**config.mk**
```make
export PLATFORM = sky130hd
export DESIGN_NAME = adc_hs_ctrl
export DESIGN_NICKNAME = d
export VERILOG_FILES = /design/src/rtl/adc_hs_pkg.sv /design/src/rtl/adc_busy_sync.sv /design/src/rtl/adc_phase_timer.sv /design/src/rtl/adc_word_packer.sv /design/src/rtl/adc_hs_ctrl.sv
export SDC_FILE = /design/constraint.sdc
export NUM_CORES = 1
export LEC_CHECK = 0
export ABC_AREA = 1
export BUFFER_PORTS_ARGS = -buffer_cell sky130_fd_sc_hd__buf_2
export CAP_MARGIN = 0
export CORE_MARGIN = 3
export CORE_UTILIZATION = 40
export CTS_BUF_LIST = sky130_fd_sc_hd__clkbuf_2 sky130_fd_sc_hd__clkbuf_4 sky130_fd_sc_hd__clkbuf_8
export DETAILED_ROUTE_END_ITERATION = 7
export PLACE_DENSITY = 0.7
export SLEW_MARGIN = 20
export SYNTH_ARGS = -nofsm -noshare
export SYNTH_HDL_FRONTEND = slang
export SYNTH_HIERARCHICAL = 1
export SYNTH_SLANG_ARGS = --single-unit
```
**constraint.sdc**
```tcl
create_clock -name clk -period 3.3 [get_ports clk]
set_clock_uncertainty 0.05 [all_clocks]
set_input_delay 0.33 -clock clk [delete_from_list [all_inputs] [get_ports clk]]
set_output_delay 0.33 -clock clk [all_outputs]
set_load 0.03 [all_outputs]
```
**src/rtl/adc_hs_pkg.sv**
```systemverilog
package adc_hs_pkg;

  typedef enum logic [2:0] {
    ST_IDLE  = 3'd0,
    ST_CONV  = 3'd1,
    ST_BUSY  = 3'd2,
    ST_SETHI = 3'd3,
    ST_SETLO = 3'd4
  } hs_state_t;

  // counter width able to hold the larger of two cycle limits
  function automatic int ctr_bits(input int a, input int b);
    return (a > b) ? $clog2(a + 1) : $clog2(b + 1);
  endfunction

  // cycles from BUSY falling at the pin to byte-select rising
  function automatic int end_to_lo_cycles(input int settle, input int sync_stages,
                                          input bit edge_det);
    return settle + sync_stages + 1 + (edge_det ? 1 : 0);
  endfunction

endpackage

```
**src/rtl/adc_busy_sync.sv**
```systemverilog
module adc_busy_sync #(
  parameter int STAGES = 2
) (
  input  logic clk,
  input  logic rst_n,
  input  logic busy_async,
  output logic busy_lvl,
  output logic busy_fall
);
  logic [STAGES-1:0] chain;
  logic              busy_prev;

  for (genvar g = 0; g < STAGES; g++) begin : g_stage
    if (g == 0) begin : g_first
      always_ff @(posedge clk or negedge rst_n)
        if (!rst_n) chain[0] <= 1'b0;
        else        chain[0] <= busy_async;
    end else begin : g_next
      always_ff @(posedge clk or negedge rst_n)
        if (!rst_n) chain[g] <= 1'b0;
        else        chain[g] <= chain[g-1];
    end
  end

  assign busy_lvl = chain[STAGES-1];

  // registered falling edge: one extra cycle over the level view
  always_ff @(posedge clk or negedge rst_n) begin
    if (!rst_n) begin
      busy_prev <= 1'b0;
      busy_fall <= 1'b0;
    end else begin
      busy_prev <= busy_lvl;
      busy_fall <= busy_prev & ~busy_lvl;
    end
  end
endmodule

```
**src/rtl/adc_phase_timer.sv**
```systemverilog
module adc_phase_timer #(
  parameter int CW = 8
) (
  input  logic          clk,
  input  logic          rst_n,
  input  logic          clr,
  input  logic [CW-1:0] last,
  output logic          done
);
  logic [CW-1:0] cnt;

  always_ff @(posedge clk or negedge rst_n) begin
    if (!rst_n)    cnt <= '0;
    else if (clr)  cnt <= '0;
    else if (!done) cnt <= cnt + 1'b1;
  end

  assign done = (cnt == last);
endmodule

```
**src/rtl/adc_word_packer.sv**
```systemverilog
module adc_word_packer #(
  parameter int BYTE_W = 8
) (
  input  logic                clk,
  input  logic                rst_n,
  input  logic                hi_cap,
  input  logic                lo_cap,
  input  logic [BYTE_W-1:0]   din,
  output logic [2*BYTE_W-1:0] word,
  output logic                valid
);
  logic [BYTE_W-1:0] hi_q;

  function automatic logic [2*BYTE_W-1:0] join_bytes(input logic [BYTE_W-1:0] upper,
                                                     input logic [BYTE_W-1:0] lower);
    return {upper, lower};
  endfunction

  always_ff @(posedge clk or negedge rst_n) begin
    if (!rst_n) begin
      hi_q  <= '0;
      word  <= '0;
      valid <= 1'b0;
    end else begin
      valid <= lo_cap;
      if (hi_cap) hi_q <= din;
      if (lo_cap) word <= join_bytes(hi_q, din);
    end
  end
endmodule

```
**src/rtl/adc_hs_ctrl.sv**
```systemverilog
module adc_hs_ctrl
  import adc_hs_pkg::*;
#(
  parameter int BYTE_W      = 8,
  parameter int SETTLE_CYC  = 3,
  parameter int TIMEOUT_CYC = 64,
  parameter int SYNC_STAGES = 2
) (
  input  logic                clk,
  input  logic                rst_n,
  input  logic                run_en,
  input  logic                edge_mode,
  input  logic                adc_busy,
  input  logic [BYTE_W-1:0]   adc_data,
  output logic                adc_cs_n,
  output logic                adc_rd_n,
  output logic                adc_cnv_n,
  output logic                adc_byte_sel,
  output logic [2*BYTE_W-1:0] res_word,
  output logic                res_valid,
  output logic                err_timeout
);
  localparam int            CW      = ctr_bits(SETTLE_CYC, TIMEOUT_CYC);
  localparam logic [CW-1:0] TMO_END = CW'(TIMEOUT_CYC - 1);
  localparam logic [CW-1:0] SET_END = CW'(SETTLE_CYC - 1);

  hs_state_t     state, state_nxt;
  logic          busy_lvl, busy_fall, conv_end;
  logic          phase_done, phase_clr;
  logic [CW-1:0] phase_last;
  logic          tmo_hit, hi_cap, lo_cap;
  logic          err_q;

  adc_busy_sync #(.STAGES(SYNC_STAGES)) u_sync (
    .clk(clk), .rst_n(rst_n), .busy_async(adc_busy),
    .busy_lvl(busy_lvl), .busy_fall(busy_fall)
  );

  assign phase_last = (state == ST_CONV) ? TMO_END : SET_END;
  assign phase_clr  = (state_nxt != state);

  adc_phase_timer #(.CW(CW)) u_timer (
    .clk(clk), .rst_n(rst_n), .clr(phase_clr), .last(phase_last), .done(phase_done)
  );

  // named events
  assign conv_end = edge_mode ? busy_fall : ~busy_lvl;
  assign tmo_hit  = (state == ST_CONV) && phase_done && !busy_lvl;
  assign hi_cap   = (state == ST_SETHI) && phase_done;
  assign lo_cap   = (state == ST_SETLO) && phase_done;

  always_comb begin
    state_nxt = state;
    unique case (state)
      ST_IDLE:  if (run_en && !err_q) state_nxt = ST_CONV;
      ST_CONV:  if (busy_lvl)         state_nxt = ST_BUSY;
                else if (phase_done)  state_nxt = ST_IDLE;
      ST_BUSY:  if (conv_end)         state_nxt = ST_SETHI;
      ST_SETHI: if (phase_done)       state_nxt = ST_SETLO;
      ST_SETLO: if (phase_done)       state_nxt = run_en ? ST_CONV : ST_IDLE;
      default:                        state_nxt = ST_IDLE;
    endcase
  end

  always_ff @(posedge clk or negedge rst_n) begin
    if (!rst_n) begin
      state <= ST_IDLE;
      err_q <= 1'b0;
    end else begin
      state <= state_nxt;
      if (tmo_hit)      err_q <= 1'b1;
      else if (!run_en) err_q <= 1'b0;
    end
  end

  adc_word_packer #(.BYTE_W(BYTE_W)) u_pack (
    .clk(clk), .rst_n(rst_n), .hi_cap(hi_cap), .lo_cap(lo_cap),
    .din(adc_data), .word(res_word), .valid(res_valid)
  );

  assign adc_cs_n     = (state == ST_IDLE);
  assign adc_rd_n     = (state == ST_IDLE);
  assign adc_cnv_n    = (state != ST_CONV);
  assign adc_byte_sel = (state == ST_SETLO);
  assign err_timeout  = err_q;

  AST_RUN_STROBES: assert property (@(posedge clk) disable iff (!rst_n)
    !adc_cnv_n |-> (!adc_cs_n && !adc_rd_n));
  AST_CNV_AFTER_BUSY: assert property (@(posedge clk) disable iff (!rst_n)
    $rose(adc_cnv_n) |-> ($past(busy_lvl) || $past(tmo_hit)));
  AST_TMO_IDLE: assert property (@(posedge clk) disable iff (!rst_n)
    tmo_hit |=> (adc_cs_n && adc_rd_n && err_timeout));
  AST_ERR_BLOCKS: assert property (@(posedge clk) disable iff (!rst_n)
    (err_timeout && run_en) |=> (adc_cnv_n && err_timeout));
  AST_HI_BSEL_LOW: assert property (@(posedge clk) disable iff (!rst_n)
    hi_cap |-> !adc_byte_sel);
  AST_LO_BSEL_HIGH: assert property (@(posedge clk) disable iff (!rst_n)
    lo_cap |-> adc_byte_sel);
  AST_VALID_ONE: assert property (@(posedge clk) disable iff (!rst_n)
    res_valid |=> !res_valid);
  AST_LOOP_BACK: assert property (@(posedge clk) disable iff (!rst_n)
    (res_valid && $past(run_en)) |-> !adc_cnv_n);
endmodule

```
==> implementation parameters <==
Parameter                              Value

Run status
  Result of the run ... finished clean

Place
  Post-placement cell count ... 340
  Setup WS pre-CTS ... 0.372 ns
  DP Wirelength ... 2810 um
  Placer Congestion ... 0.924
  Number of port buffers ... 34

Final layout
  Commonest cells after routing, fill and taps aside ... 101 x sky130_fd_sc_hd__nand2_1, 40 x sky130_fd_sc_hd__dfrtp_1, 34 x sky130_fd_sc_hd__buf_2, 21 x sky130_fd_sc_hd__inv_1, 15 x sky130_fd_sc_hd__nor2_1
  Inserted Diodes ... 0
  Growth of design area from synthesis to finish ... 14.7%
  Filler cell count in the final layout ... 480
  Number of standard cells in the final layout excluding fillers ... 347
  Share of final-layout standard cells stronger than drive strength 1 ... 22.3%
  Most frequent standard cell in the layout excluding fill and tap cells ... sky130_fd_sc_hd__nand2_1
  Post-layout net count ... 296
  Footprint of the multi-input gates ... 821 um2
  Area of all sequential standard cells ... 1000 um2

Critical path
  Arrival time reported for the critical path endpoint ... 3.02 ns
  CP cell instances ... inv_2 > nand3_1 > inv_2 > nand2_1 > nand2_1 > nand2_2 > nor2_4 > nand3_4 > inv_1 > inv_1 > nand2_1 > o21ai_0 > a21oi_2 > nand3_1 > nand3_2 > clkinvlp_4 > nand4_1 > nand2_1
  Setup Crit Path Kind ... flip-flop to flip-flop
  Max incr delay on CP ... 0.41 ns
  Slowest cell on crit path ... sky130_fd_sc_hd__dfrtp_1
  Buf/Inv on CP ... 5
  Dominant delay contributor by cell family on the critical path ... simple AND/OR/NAND/NOR gates
  Kind of launch point of the worst setup path ... flip-flop
  Worst setup EP type ... flip-flop
  Crit Path Max Fanout ... 14
  Library cell appearing most often on the critical path ... sky130_fd_sc_hd__nand2_1
  Data required time of the critical path ... 3.43 ns

STA
  Final critical path time including I/O delays and setup ... 2.89 ns
  Setup TNS Final ... 0 ns
  Number of setup violations in the final report ... 0
  Unrepaired setup endpoints after global routing ... no
  Tcrit/Tclk final ... 87.6%
  Final WS setup ... 0.410 ns
  Transition time at the pin with the least slew margin ... 0.872 ns
  Slew margin rel. ... 41.9%
  Maximum clock frequency ... 346 MHz
  Final slew viol count ... 0
  Final Hold Fails ... 0

Logic synthesis
  Synth Register Bits ... 40
  Synth Warn # ... 6
  Count of mapped cells out of synthesis ... 244
  Synth Cell Area ... 1980 um2
  Distinct cells, synth ... 27
  Sequential fraction of the synthesis area ... 50.5%
  Mean cell area of the mapped netlist ... 8.12 um2

Routing
  Detailed-router iteration count before antenna repair ... 6
  Via total after detailed routing ... 1634
  Vias per cell ... 4.71
  Post-route DRC violation count ... 0
  DRC violation total after the first TritonRoute iteration ... 83
  Average wire length per cell after detail routing ... 11.1 um
  Detailed-route wire length ... 3860 um
  Number of routed nets with antenna violations ... 0

Global route
  Via count of the first global-routing pass ... 1521
  Total routing resource utilization after global routing ... 14.8%
  First-pass GRT wire length ... 7050 um
  Total congestion overflow after global routing ... 0
  Initial antenna violation count ... 0
  Largest net degree at the start of global routing ... 41

Power
  PD cells ... 694 nW/um2
  Power, Total ... 1580 uW
  Largest voltage drop on the vdd net ... 0.000355 V
  Leak Pwr ... 0.00132 uW

Floorplan
  Count of boundary I/O pins ... 35
  Die Width ... 76.4 um
  Row cnt ... 24
  Placeable core area ... 4560 um2
  Die ar. ... 5830 um2
  Overall die height ... 76.4 um
  Initial cell density of the core ... 43.4%

Job
  Number of max-cap violations ... 0

Clocking
  Clock Sink Count ... 40
  Count of H-tree levels built during CTS ... 2
  TritonCTS clock tree ... yes
  Root Buffer Master ... sky130_fd_sc_hd__clkbuf_8
  Number of setup buffers added after CTS ... 0
  Latest clock arrival within the worst-skew pair ... 0.29 ns
  Clock buffers created by TritonCTS ... 5
  Post-CTS sizing ... 0
  Number of buffers on the longest clock path ... 2
  Register clock-pin slew on the reported worst setup and hold paths ... 0.07 ns
  Hold-fix buffers, CTS ... 0

Hold path
  Class of the tightest hold or removal check ... input pin to flip-flop
## power by group
group          internal [uW]  switching (uW)  total, uW
sequential               576            77.2        653
clock                    152             159        311
combinational            185             428        613
total                    913             665       1580
## logic make-up (layout without fill, tap and decap cells)
family	after synthesis	in the layout	share of synthesized area, %
buf+inv	33	69	8.40
compound gates	6	6	2.08
simple gates	153	153	34.0
flops	40	40	50.5
fa+ha+maj	1	1	0.632
xor+xnor	9	9	3.98
other cells	2	4	0.379
## flip-flops by register name (all words and copies together), names as in the netlist
register	cells
u_sync/busy_lvl	1
u_sync/busy_fall	1
u_sync/busy_prev	1
u_pack/valid	1
err_timeout	1
u_sync/chain	1
u_pack/word	16
u_timer/cnt	7
state	3
u_pack/hi_q	8
## routing by layer
layer | global-route usage (%) | routed length, um | up-vias | share of wire (%)
li1 | - | - | 817 | -
met1 | 20.4 | 1860 | 757 | 48
met2 | 22.3 | 1680 | 53 | 44
met3 | 3.90 | 259 | 7 | 6.7
met4 | 5.62 | 55 | 0 | 1.4
met5 | 0 | 0 | - | 0
## cells in the mapped netlist
cell | number | share of area (%)
sky130_fd_sc_hd__a21oi_2 | 1 | 0.44
sky130_fd_sc_hd__a32o_1 | 1 | 0.51
sky130_fd_sc_hd__buf_12 | 1 | 1.0
sky130_fd_sc_hd__buf_2 | 2 | 0.51
sky130_fd_sc_hd__buf_4 | 1 | 0.38
sky130_fd_sc_hd__buf_6 | 2 | 1.1
sky130_fd_sc_hd__conb_1 | 2 | 0.38
sky130_fd_sc_hd__dfrtp_1 | 40 | 51
sky130_fd_sc_hd__ha_1 | 1 | 0.63
sky130_fd_sc_hd__inv_1 | 23 | 4.4
sky130_fd_sc_hd__inv_2 | 3 | 0.57
sky130_fd_sc_hd__inv_6 | 1 | 0.44
sky130_fd_sc_hd__nand2_1 | 101 | 19
sky130_fd_sc_hd__nand2_2 | 8 | 2.5
sky130_fd_sc_hd__nand3_1 | 13 | 3.3
sky130_fd_sc_hd__nand3_2 | 1 | 0.51
sky130_fd_sc_hd__nand3_4 | 1 | 0.88
sky130_fd_sc_hd__nand4_1 | 7 | 2.2
sky130_fd_sc_hd__nor2_1 | 15 | 2.8
sky130_fd_sc_hd__nor2_2 | 2 | 0.63
sky130_fd_sc_hd__nor2_4 | 2 | 1.1
sky130_fd_sc_hd__nor3_1 | 2 | 0.51
sky130_fd_sc_hd__o21ai_0 | 3 | 0.76
sky130_fd_sc_hd__o31ai_1 | 1 | 0.38
sky130_fd_sc_hd__or3_1 | 1 | 0.32
sky130_fd_sc_hd__xnor2_1 | 3 | 1.3
sky130_fd_sc_hd__xor2_1 | 6 | 2.7
## final cells by class
cell class              count  area share, %
flip-flops and latches     40           44.1
clock buffers               6           3.36
clock inverters             1          0.220
repair buffers             35           7.82
inverters                  27           4.85
multi-input cells         173           36.1
well taps                  65           3.58
## stage by stage
stage	util, %	area [um2]	hold WS, ns
after detailed placement	47.9	2190	0.293
after global placement	47.9	2190	0.283
after floorplan	-	1990	-0.0156
final	49.8	2270	0.0927
after CTS	49.7	2270	0.0828
after global routing	49.8	2270	0.0878
## worst register-to-register path: cells and delay by family (launching register included)
kind / cells / cell delay [ns]
and+or+nand+nor: 11 / 1.26
buffers and inverters: 5 / 0.78
DFF: 1 / 0.41
AOI/OAI and AO/OA: 2 / 0.27
## path summary, 6_finish.rpt
path | startpoint | end | slack, ns | depth (start not counted)
max in group asynchronous | rst_n | u_timer/cnt[1]$_DFFE_PN0P_ | 2.55 | 1
hold reg to reg | u_sync/chain[0]$_DFF_PN0_ | u_sync/busy_lvl$_DFF_PN0_ | 0.31 | 0
hold / removal | adc_busy | u_sync/chain[0]$_DFF_PN0_ | 0.09 | 1
setup reg to reg | state[2]$_DFF_PN0_ | u_timer/cnt[2]$_DFFE_PN0P_ | 0.41 | 18
setup / recovery | state[2]$_DFF_PN0_ | u_timer/cnt[2]$_DFFE_PN0P_ | 0.41 | 18
min in group asynchronous | rst_n | u_pack/word[13]$_DFFE_PN0P_ | 0.11 | 1
Power figures use the tool's default switching activity.
